==> src/rtl/gpio_port_pkg.sv <==
// Shared definitions for the GPIO port: register select codes.
// Assumes a two-bit register address space.
package gpio_port_pkg;
    localparam int ADDR_W = 2;

    typedef enum logic [ADDR_W-1:0] {
        SEL_LATCH = 2'd0,
        SEL_DIR   = 2'd1,
        SEL_RDRV  = 2'd2,
        SEL_PIN   = 2'd3
    } reg_sel_e;
endpackage

==> src/rtl/gpio_port_sync.sv <==
// Multi-stage synchronizer for the pad inputs.
// Assumes each bit is sampled on its own; there is no bus-coherence guarantee.
module gpio_port_sync #(
    parameter int WIDTH  = 8,
    parameter int STAGES = 2
) (
    input  logic             clk,
    input  logic             rst_n,
    input  logic [WIDTH-1:0] async_in,
    output logic [WIDTH-1:0] sync_out
);
    logic [STAGES-1:0][WIDTH-1:0] stage_q;

    genvar s;
    generate
        for (s = 0; s < STAGES; s++) begin : g_stage
            if (s == 0) begin : g_first
                // Purpose: capture the raw pad level.
                always_ff @(posedge clk) begin
                    if (!rst_n) stage_q[0] <= '0;
                    else        stage_q[0] <= async_in;
                end
            end else begin : g_next
                // Purpose: pass the value on to settle metastability.
                always_ff @(posedge clk) begin
                    if (!rst_n) stage_q[s] <= '0;
                    else        stage_q[s] <= stage_q[s-1];
                end
            end
        end
    endgenerate

    assign sync_out = stage_q[STAGES-1];
endmodule

==> src/rtl/gpio_port_dir_arb.sv <==
// Per-pin direction arbiter. Priority: SPI over serial transmit, transmit
// over serial receive, receive over the stored direction mask.
// Assumes the parameter pin indices are below WIDTH.
module gpio_port_dir_arb #(
    parameter int               WIDTH        = 8,
    parameter logic [WIDTH-1:0] SPI_PIN_MASK = 8'h3C,
    parameter int               TX_PIN       = 1,
    parameter int               RX_PIN       = 0
) (
    input  logic [WIDTH-1:0] dir_mask,
    input  logic             spi_en,
    input  logic [WIDTH-1:0] spi_dir,
    input  logic             tx_en,
    input  logic             rx_en,
    output logic [WIDTH-1:0] eff_oe
);
    genvar i;
    generate
        for (i = 0; i < WIDTH; i++) begin : g_pin
            localparam bit IS_SPI = SPI_PIN_MASK[i];
            localparam bit IS_TX  = (i == TX_PIN);
            localparam bit IS_RX  = (i == RX_PIN);
            // Purpose: resolve the direction of pin i by priority.
            always_comb begin
                if (IS_SPI && spi_en)     eff_oe[i] = spi_dir[i];
                else if (IS_TX && tx_en)  eff_oe[i] = 1'b1;
                else if (IS_RX && rx_en)  eff_oe[i] = 1'b0;
                else                      eff_oe[i] = dir_mask[i];
            end
        end
    endgenerate
endmodule

==> src/rtl/gpio_port_regs.sv <==
// Register file with registered read port. Address 3 is read-only.
// Assumes one access per cycle, and read data is wanted one edge after the address.
module gpio_port_regs
    import gpio_port_pkg::*;
#(
    parameter int WIDTH = 8
) (
    input  logic              clk,
    input  logic              rst_n,
    input  logic [ADDR_W-1:0] addr,
    input  logic              we,
    input  logic [WIDTH-1:0]  wdata,
    input  logic [WIDTH-1:0]  eff_oe,
    input  logic [WIDTH-1:0]  pin_sync,
    output logic [WIDTH-1:0]  latch_q,
    output logic [WIDTH-1:0]  dir_q,
    output logic [WIDTH-1:0]  rdrv_q,
    output logic [WIDTH-1:0]  rdata
);
    reg_sel_e              sel;
    logic [WIDTH-1:0]      rd_mux;

    assign sel = reg_sel_e'(addr);

    // Purpose: update the writable registers.
    always_ff @(posedge clk) begin
        if (!rst_n) begin
            latch_q <= '0;
            dir_q   <= '0;
            rdrv_q  <= '0;
        end else if (we) begin
            case (sel)
                SEL_LATCH: latch_q <= wdata;
                SEL_DIR:   dir_q   <= wdata;
                SEL_RDRV:  rdrv_q  <= wdata;
                default:   ;
            endcase
        end
    end

    // Purpose: select the read value; the latch view is mixed by direction.
    always_comb begin
        case (sel)
            SEL_LATCH: rd_mux = (latch_q & eff_oe) | (pin_sync & ~eff_oe);
            SEL_DIR:   rd_mux = dir_q;
            SEL_RDRV:  rd_mux = rdrv_q;
            default:   rd_mux = pin_sync;
        endcase
    end

    // Purpose: register read data for a one-cycle read latency.
    always_ff @(posedge clk) begin
        if (!rst_n) rdata <= '0;
        else        rdata <= rd_mux;
    end
endmodule

==> src/rtl/gpio_port.sv <==
// Top of the GPIO port: registers, direction override and input sync.
// Assumes the peripheral enables are synchronous to clk.
module gpio_port
    import gpio_port_pkg::*;
#(
    parameter int               WIDTH        = 8,
    parameter int               SYNC_STAGES  = 2,
    parameter logic [WIDTH-1:0] SPI_PIN_MASK = 8'h3C,
    parameter int               TX_PIN       = 1,
    parameter int               RX_PIN       = 0
) (
    input  logic              clk,
    input  logic              rst_n,
    input  logic [ADDR_W-1:0] bus_addr,
    input  logic              bus_we,
    input  logic [WIDTH-1:0]  bus_wdata,
    output logic [WIDTH-1:0]  bus_rdata,
    input  logic              spi_en,
    input  logic [WIDTH-1:0]  spi_dir,
    input  logic              ser_tx_en,
    input  logic              ser_rx_en,
    input  logic [WIDTH-1:0]  pad_in,
    output logic [WIDTH-1:0]  pad_oe,
    output logic [WIDTH-1:0]  pad_out,
    output logic [WIDTH-1:0]  pad_rdrv
);
    logic [WIDTH-1:0] pin_sync;
    logic [WIDTH-1:0] dir_q;
    logic [WIDTH-1:0] eff_oe;

    gpio_port_sync #(.WIDTH(WIDTH), .STAGES(SYNC_STAGES)) u_sync (
        .clk      (clk),
        .rst_n    (rst_n),
        .async_in (pad_in),
        .sync_out (pin_sync)
    );

    gpio_port_dir_arb #(
        .WIDTH(WIDTH), .SPI_PIN_MASK(SPI_PIN_MASK),
        .TX_PIN(TX_PIN), .RX_PIN(RX_PIN)
    ) u_arb (
        .dir_mask (dir_q),
        .spi_en   (spi_en),
        .spi_dir  (spi_dir),
        .tx_en    (ser_tx_en),
        .rx_en    (ser_rx_en),
        .eff_oe   (eff_oe)
    );

    gpio_port_regs #(.WIDTH(WIDTH)) u_regs (
        .clk      (clk),
        .rst_n    (rst_n),
        .addr     (bus_addr),
        .we       (bus_we),
        .wdata    (bus_wdata),
        .eff_oe   (eff_oe),
        .pin_sync (pin_sync),
        .latch_q  (pad_out),
        .dir_q    (dir_q),
        .rdrv_q   (pad_rdrv),
        .rdata    (bus_rdata)
    );

    assign pad_oe = eff_oe;
endmodule

==> config.mk <==
export PLATFORM = sky130hd
export DESIGN_NAME = gpio_port
export DESIGN_NICKNAME = d
export VERILOG_FILES = /design/src/rtl/gpio_port_pkg.sv /design/src/rtl/gpio_port_sync.sv /design/src/rtl/gpio_port_dir_arb.sv /design/src/rtl/gpio_port_regs.sv /design/src/rtl/gpio_port.sv
export SDC_FILE = /design/constraint.sdc
export NUM_CORES = 1
export LEC_CHECK = 0
export CAP_MARGIN = 20
export CORE_MARGIN = 3
export CORE_UTILIZATION = 48
export CTS_CLUSTER_SIZE = 10
export DETAILED_ROUTE_END_ITERATION = 7
export GPL_TIMING_DRIVEN = 0
export PLACE_DENSITY = 0.94
export RECOVER_POWER = 50
export SKIP_CTS_REPAIR_TIMING = 1
export SLEW_MARGIN = 30
export SYNTH_ARGS = -nofsm -noshare
export SYNTH_HDL_FRONTEND = slang
export SYNTH_SLANG_ARGS = --single-unit
==> constraint.sdc <==
create_clock -name clk -period 1.7 [get_ports clk]
set_clock_uncertainty 0.1 [all_clocks]
set_input_delay 0.34 -clock clk [delete_from_list [all_inputs] [get_ports clk]]
set_output_delay 0.34 -clock clk [all_outputs]
set_load 0.02 [all_outputs]
==> results of run 1 <==
cell usage in the layout, fill, tap and decap left out:
master / netlist / routed
dfxtp_1: 48 / 48
nand2_1: 31 / 31
clkdlybuf4s50_1: 0 / 31
clkbuf_1: 5 / 23
nor2b_1: 18 / 18
mux2i_1: 18 / 18
o21ai_0: 13 / 13
and2_1: 18 / 11
a21boi_0: 8 / 8
and2_0: 0 / 7
clkbuf_8: 0 / 7
dlymetal6s2s_1: 0 / 7
o21a_1: 6 / 6
a31oi_1: 6 / 6
mux2_2: 5 / 5
clkbuf_2: 1 / 4
nand3_1: 4 / 4
buf_2: 3 / 3
buf_4: 5 / 3
nand3b_1: 2 / 2
nor3b_1: 2 / 2
o311a_1: 2 / 2
or2_1: 1 / 1
nor2_2: 1 / 1
dlygate4sd3_1: 0 / 1
final timing paths:
kind | endpoint | slack, ps | cells after the start
setup reg to reg | u_regs.rdata[1] | 450 | 4
hold reg to reg | u_sync.sync_out[5] | 340 | 1
setup / recovery | pad_oe[1] | -10 | 3
hold / removal | u_sync.sync_out[5] | 340 | 1
kinds of logic (layout without fill, tap and decap cells):
| kind of cell | after synthesis | after routing | share of synthesized area |
|---|---|---|---|
| buffers and inverters | 14 | 79 | 0.0401 |
| AOI/OAI and AO/OA | 35 | 35 | 0.120 |
| muxes | 23 | 23 | 0.124 |
| DFF | 48 | 48 | 0.504 |
| and+or+nand+nor | 77 | 77 | 0.212 |
state kept, by name (all words and copies together) (netlist names):
name             cells
u_regs.dir_q         8
u_regs.latch_q       8
u_regs.rdata         8
u_regs.rdrv_q        8
u_sync.stage_q       8
u_sync.sync_out      8
per-stage QoR:
stage          area (um^2)  hold slack, ps  instances
2_1_floorplan         1910             312        197
5_1_grt               2540             363        310
4_1_cts               2640             305        310
6_report              2540             338        310
3_3_place_gp          2550             315        303
3_5_place_dp          2550             322        303
cell usage after synthesis:
| cell type | instances | share of area |
|---|---|---|
| or2_1 | 1 | 0.0033 |
| a21boi_0 | 8 | 0.032 |
| nand3_1 | 4 | 0.011 |
| o21ai_0 | 13 | 0.034 |
| clkbuf_1 | 5 | 0.0099 |
| buf_4 | 5 | 0.020 |
| clkbuf_2 | 1 | 0.0026 |
| and2_1 | 18 | 0.059 |
| nand2_1 | 31 | 0.061 |
| nor2_2 | 1 | 0.0033 |
| o311a_1 | 2 | 0.011 |
| buf_2 | 3 | 0.0079 |
| a31oi_1 | 6 | 0.020 |
| nor2b_1 | 18 | 0.059 |
| mux2i_1 | 18 | 0.095 |
| nand3b_1 | 2 | 0.0079 |
| mux2_2 | 5 | 0.030 |
| o21a_1 | 6 | 0.024 |
| dfxtp_1 | 48 | 0.50 |
| nor3b_1 | 2 | 0.0079 |
per-layer routing:
metal | GRT usage | up-vias | share of wire | wire length, um
met5 | 0 | - | 0 | 0
met1 | 0.223 | 743 | 0.43 | 2000
met3 | 0.0729 | 6 | 0.075 | 346
met4 | 0.0607 | 0 | 0.0095 | 44
met2 | 0.337 | 55 | 0.48 | 2230
li1 | - | 790 | - | -
cell type report:
cell class	instances	area, um^2
fill	307	1210
buffer	14	70.1
multi-input combinational	135	868
timing repair buffer	58	482
sequential	48	961
tap	48	60.1
clock buffer	7	96.3
where the power goes:
part / leakage, nW / internal, W / switching [W]
registers: 0.393 / 0.00117 / 0.0000238
logic: 0.667 / 0.000152 / 0.000153
clock network: 0.0503 / 0.000362 / 0.000359
==> summary.md, run 1 <==
| Metric | Value |
|---|---|
| Global-route wire length before repair | 7.56 mm |
| Clock tree buffer depth | 2 |
| Drt pass-1 iters | 4 |
| Synth Instances | 197 |
| Number of global-route vias before repair | 1634 |
| Initial antenna violation count | 0 |
| Max-cap violations | 0 |
| Final setup violation count | 1 |
| Core Area | 3740 um^2 |
| Sequential-to-total area share from yosys stat | 0.504 |
| Ys Warns | 0 |
| Maximum fanout along the worst path | 2 |
| PnR Total Power | 0.00222 W |
| Antenna diodes | 0 |
| Gpl congestion | 0.796 |
| Root Buffer | clkbuf_8 |
| Die Height | 69.0 um |
| Post-route minimum period | 1710 ps |
| Post-route ant nets | 0 |
| CP bufs+invs | 2 |
| Latest clock arrival within the worst-skew pair | 300 ps |
| Crit path launch | ser_tx_en |
| Startpoint of the worst hold path | u_sync.stage_q[5] |
| Crit path kind | in -> out |
| Clock slew at reported path FFs | 80 ps |
| Crit path cell chain | clkdlybuf4s50_1 > or2_1 > dlymetal6s2s_1 |
| Overall via count from detail_route | 1594 |
| Post-layout util | 0.678 |
| Worst R2R Start | u_regs.dir_q[1] |
| Area grow syn2layout | 33.2% |
| Wire length per cell | 14.9 um |
| Fmax | 584 MHz |
| Violated checks | setup timing |
| Layout cells sized above 1 | 0.0878 |
| CTS tree | done |
| Critical Path End Type | primary output |
| Nets | 294 |
| Die footprint | 4760 um^2 |
| Largest net degree at the start of global routing | 14 |
| Total GRT Usage | 0.195 |
| Synth Cell Area | 1910 um^2 |
| Mapped Avg Cell Area | 9.67 um^2 |
| Residual DRC | 0 |
| CP required | 1260 ps |
| Number of top-level pins | 64 |
| Synth Register Bits | 48 |
| Worst path top cell family by delay | buffers and inverters |
| Yosys cell types | 20 |
| Die W | 69.0 um |
| Port Buffers | 58 |
| H-Tree Depth | 2 |
| Setup TNS | -13.0 ps |
| Starting Density | 0.509 |
| Startpoint class of the critical path | input pin |
| Clock sinks | 48 |
| Gr ovfl total | 0 |
| Pre-CTS WS | -608 ps |
| DR vias/cell | 5.14 |
| Setup ws final | -13.0 ps |
| Final period util | 1.01 |
| Syn nets | 229 |
| Arr. time, crit path | 1270 ps |
| Worst vdd ir | 571 uV |
| Initial DRC Count | 160 |
| Num CTS Buffers | 5 |
| P_leak | 1.11 nW |
| Final Hold Vio Count | 0 |
| Max-slew headroom | 0.694 |
| Post-DP HPWL | 3.27 mm |
| Slowest-stage cell, CP | clkdlybuf4s50_1 |
| Min-delay worst type | reg -> reg |
| Slowest cell delay on critical path | 440 ps |
| Measured slew at the worst slew-check pin | 458 ps |
| Detailed Route WL | 4.62 mm |
| Status | finished, violations left |
| Pwr/cell area | 875 nW/um^2 |
| Row cnt | 22 |
| Final max-slew violation count | 0 |
Note: power is estimated with default switching activity, not from simulation.
==> run 2: changes to the inputs <==
--- a/config.mk
+++ b/config.mk
@@ -6,8 +6,10 @@
 export NUM_CORES = 1
 export LEC_CHECK = 0
 export CAP_MARGIN = 20
+export CORE_ASPECT_RATIO = 1.4
 export CORE_MARGIN = 3
 export CORE_UTILIZATION = 48
+export CTS_BUF_LIST = sky130_fd_sc_hd__clkbuf_16
 export CTS_CLUSTER_SIZE = 10
 export DETAILED_ROUTE_END_ITERATION = 7
 export GPL_TIMING_DRIVEN = 0
==> summary.md, run 2 (same netlist as run 1, synthesis figures left out) <==
| Metric | Value |
|---|---|
| Status | finished, final reports clean |
| CP required | 1260 ps (about the same) |
| Worst path top cell family by delay | buffers and inverters |
| Critical Path End Type | primary output |
| Number of global-route vias before repair | 1585 (-3.0%) |
| Row cnt | 26 (+18%) |
| Clock tree buffer depth | 2 (unchanged) |
| Number of top-level pins | 64 (unchanged) |
| Post-DP HPWL | 3.26 mm (-0.36%) |
| Max-slew headroom | 0.694 (-0.000934) |
| Num CTS Buffers | 5 (unchanged) |
| Internal | 0.00185 W (+10%) |
| Max-cap violations | 0 (unchanged) |
| P_leak | 1.11 nW (about the same) |
| Pre-CTS WS | -602 ps (+6.06 ps) |
| Setup TNS | 0 ps (+13.0 ps) |
| Clock slew at reported path FFs | 60 ps (-20 ps) |
| Global-route wire length before repair | 7.40 mm (-2.1%) |
| Setup ws final | 12.1 ps (+25.1 ps) |
| Final setup violation count | 0 (-1) |
| Total net switching power | 0.000558 W (+4.2%) |
| Gpl congestion | 0.797 (about the same) |
| Min-delay worst type | reg -> reg |
| Final max-slew violation count | 0 (unchanged) |
| Maximum fanout along the worst path | 3 (+1) |
| Final period util | 0.993 (-0.0148) |
| Die Height | 80.6 um (+17%) |
| Post-route minimum period | 1690 ps (-25.1 ps) |
| Gr ovfl total | 0 (unchanged) |
| Drt pass-1 iters | 4 (unchanged) |
| Fmax | 592 MHz (+1.5%) |
| Met2 usage | 0.365 (+0.0286) |
| Latest clock arrival within the worst-skew pair | 290 ps (about the same) |
| Pwr/cell area | 939 nW/um^2 (+7.3%) |
| RSZ-0062 raised after global routing | false |
| Crit path cell chain | clkdlybuf4s50_1 |
| Largest net degree at the start of global routing | 14 (unchanged) |
| Most common cell after layout, fill and taps aside | dfxtp_1 |
| Sequential power share | 0.496 (-0.042) |
| Die W | 59.3 um (-14%) |
| Total GRT Usage | 0.208 (+0.0127) |
| Core Area | 3740 um^2 (about the same) |
| Crit path launch | u_regs.rdrv_q[4] |
| Antenna diodes | 0 (unchanged) |
| Wire length per cell | 14.6 um (-2.3%) |
| Final Hold Vio Count | 0 (unchanged) |
| H-Tree Depth | 2 (unchanged) |
| R2r endpoint | u_regs.rdata[1] |
| Fill cells | 268 (-13%) |
| Initial DRC Count | 52 (-68%) |
| Worst vdd ir | 994 uV (+74%) |
| Overall via count from detail_route | 1574 (-1.3%) |
| R2R cell count | 4 (unchanged) |
| Met3 usage | 0.0563 (-0.0166) |
| Switching Share | 0.231 (-0.00988) |
| Clock sinks | 48 (unchanged) |
| Port Buffers | 58 (unchanged) |
| Nets | 294 (unchanged) |
| Post-route ant nets | 0 (unchanged) |
| Starting Density | 0.509 (about the same) |
| Initial antenna violation count | 0 (unchanged) |
| GRT busiest layer | met2 |
| Slowest-stage cell, CP | clkdlybuf4s50_1 |
| Startpoint class of the critical path | flop |
| Die footprint | 4770 um^2 (+0.23%) |
| Root Buffer | clkbuf_16 |
| Detailed Route WL | 4.44 mm (-3.8%) |
| CTS tree | done |
| Slowest cell delay on critical path | 610 ps (+170 ps) |
| Startpoint of the worst hold path | u_sync.stage_q[1] |
| Residual DRC | 0 (unchanged) |
| PnR Total Power | 0.00241 W (+8.7%) |
| Routing usage on met1 | 0.225 (+0.00152) |
| Arr. time, crit path | 1250 ps (-20 ps) |
| Worst R2R Start | u_regs.dir_q[1] |
| Crit path kind | reg -> out |
| Measured slew at the worst slew-check pin | 460 ps (+1.40 ps) |
| DR vias/cell | 5.16 (+0.36%) |
| R2R Setup Slk | 500 ps (+50 ps) |
| Layout cells sized above 1 | 0.0875 (-0.000334) |
| WHS Path Cells | 1 (unchanged) |
| Area grow syn2layout | 34.9% |
| CP bufs+invs | 1 (-1) |
| Worst Hold Path EP | u_sync.sync_out[1] |
| Clock network power share | 0.379 (+0.054) |
| Most frequent cells in the layout | 48 x dfxtp_1, 33 x clkdlybuf4s50_1, 31 x nand2_1 |
| Logic gate share of total power | 0.126 (-0.011) |
[run 2: changes by cell type in the layout (fill, tap and decap cells not counted)]
cell             delta
buf_4               +1
clkbuf_1            -2
and2_0              -1
dlymetal6s2s_1      -2
and2_1              +1
clkbuf_2            +1
inv_1               +2
clkdlybuf4s50_1     +2
clkbuf_16           +5
clkbuf_8            -7
clkinv_1            +1
[run 2: layer usage]
layer / up-vias / wire length [um]
met5: - / 0
met3: 7 / 289
met4: 0 / 87
li1: 790 / -
met2: 57 / 2320
met1: 720 / 1740
[run 2: metrics by stage]
stage	utilization	instances	hold slack [ps]	area, um^2
finish	0.687	305	334	2570
global route	0.687	305	340	2570
CTS	0.715	305	320	2680
detailed placement	0.679	297	319	2540
global placement	0.679	297	315	2540
floorplan	-	197	312	1910
[run 2: power groups by stage]
stage | clock network, W | registers (W) | logic [W]
after global placement | 0 | 0.00122 | 0.000320
after global routing | 0.000968 | 0.00120 | 0.000331
after floorplan | 0 | 0.00124 | 0.000136
after detailed placement | 0 | 0.00122 | 0.000326
after CTS | 0.000926 | 0.00120 | 0.000328
final | 0.000913 | 0.00120 | 0.000303
[run 2: worst max path at each step]
stage,end,slack [ps],cells after the start
after global placement,pad_oe[4],-610,3
after CTS,pad_oe[4],-610,3
after floorplan,u_regs.rdata[1],440,4
after detailed placement,pad_oe[4],-600,3
after global routing,u_regs.rdata[0],3,4
final,pad_rdrv[4],10,1
[run 2: final cells by class]
| type | count | area, um^2 | area share |
|---|---|---|---|
| tap | 42 | 52.6 | 0.0204 |
| timing repair buffer | 58 | 479 | 0.186 |
| clock buffer | 5 | 125 | 0.0487 |
| multi-input combinational | 135 | 868 | 0.338 |
| clock inverter | 3 | 11.3 | 0.00438 |
| sequential | 48 | 961 | 0.374 |
| buffer | 14 | 72.6 | 0.0282 |
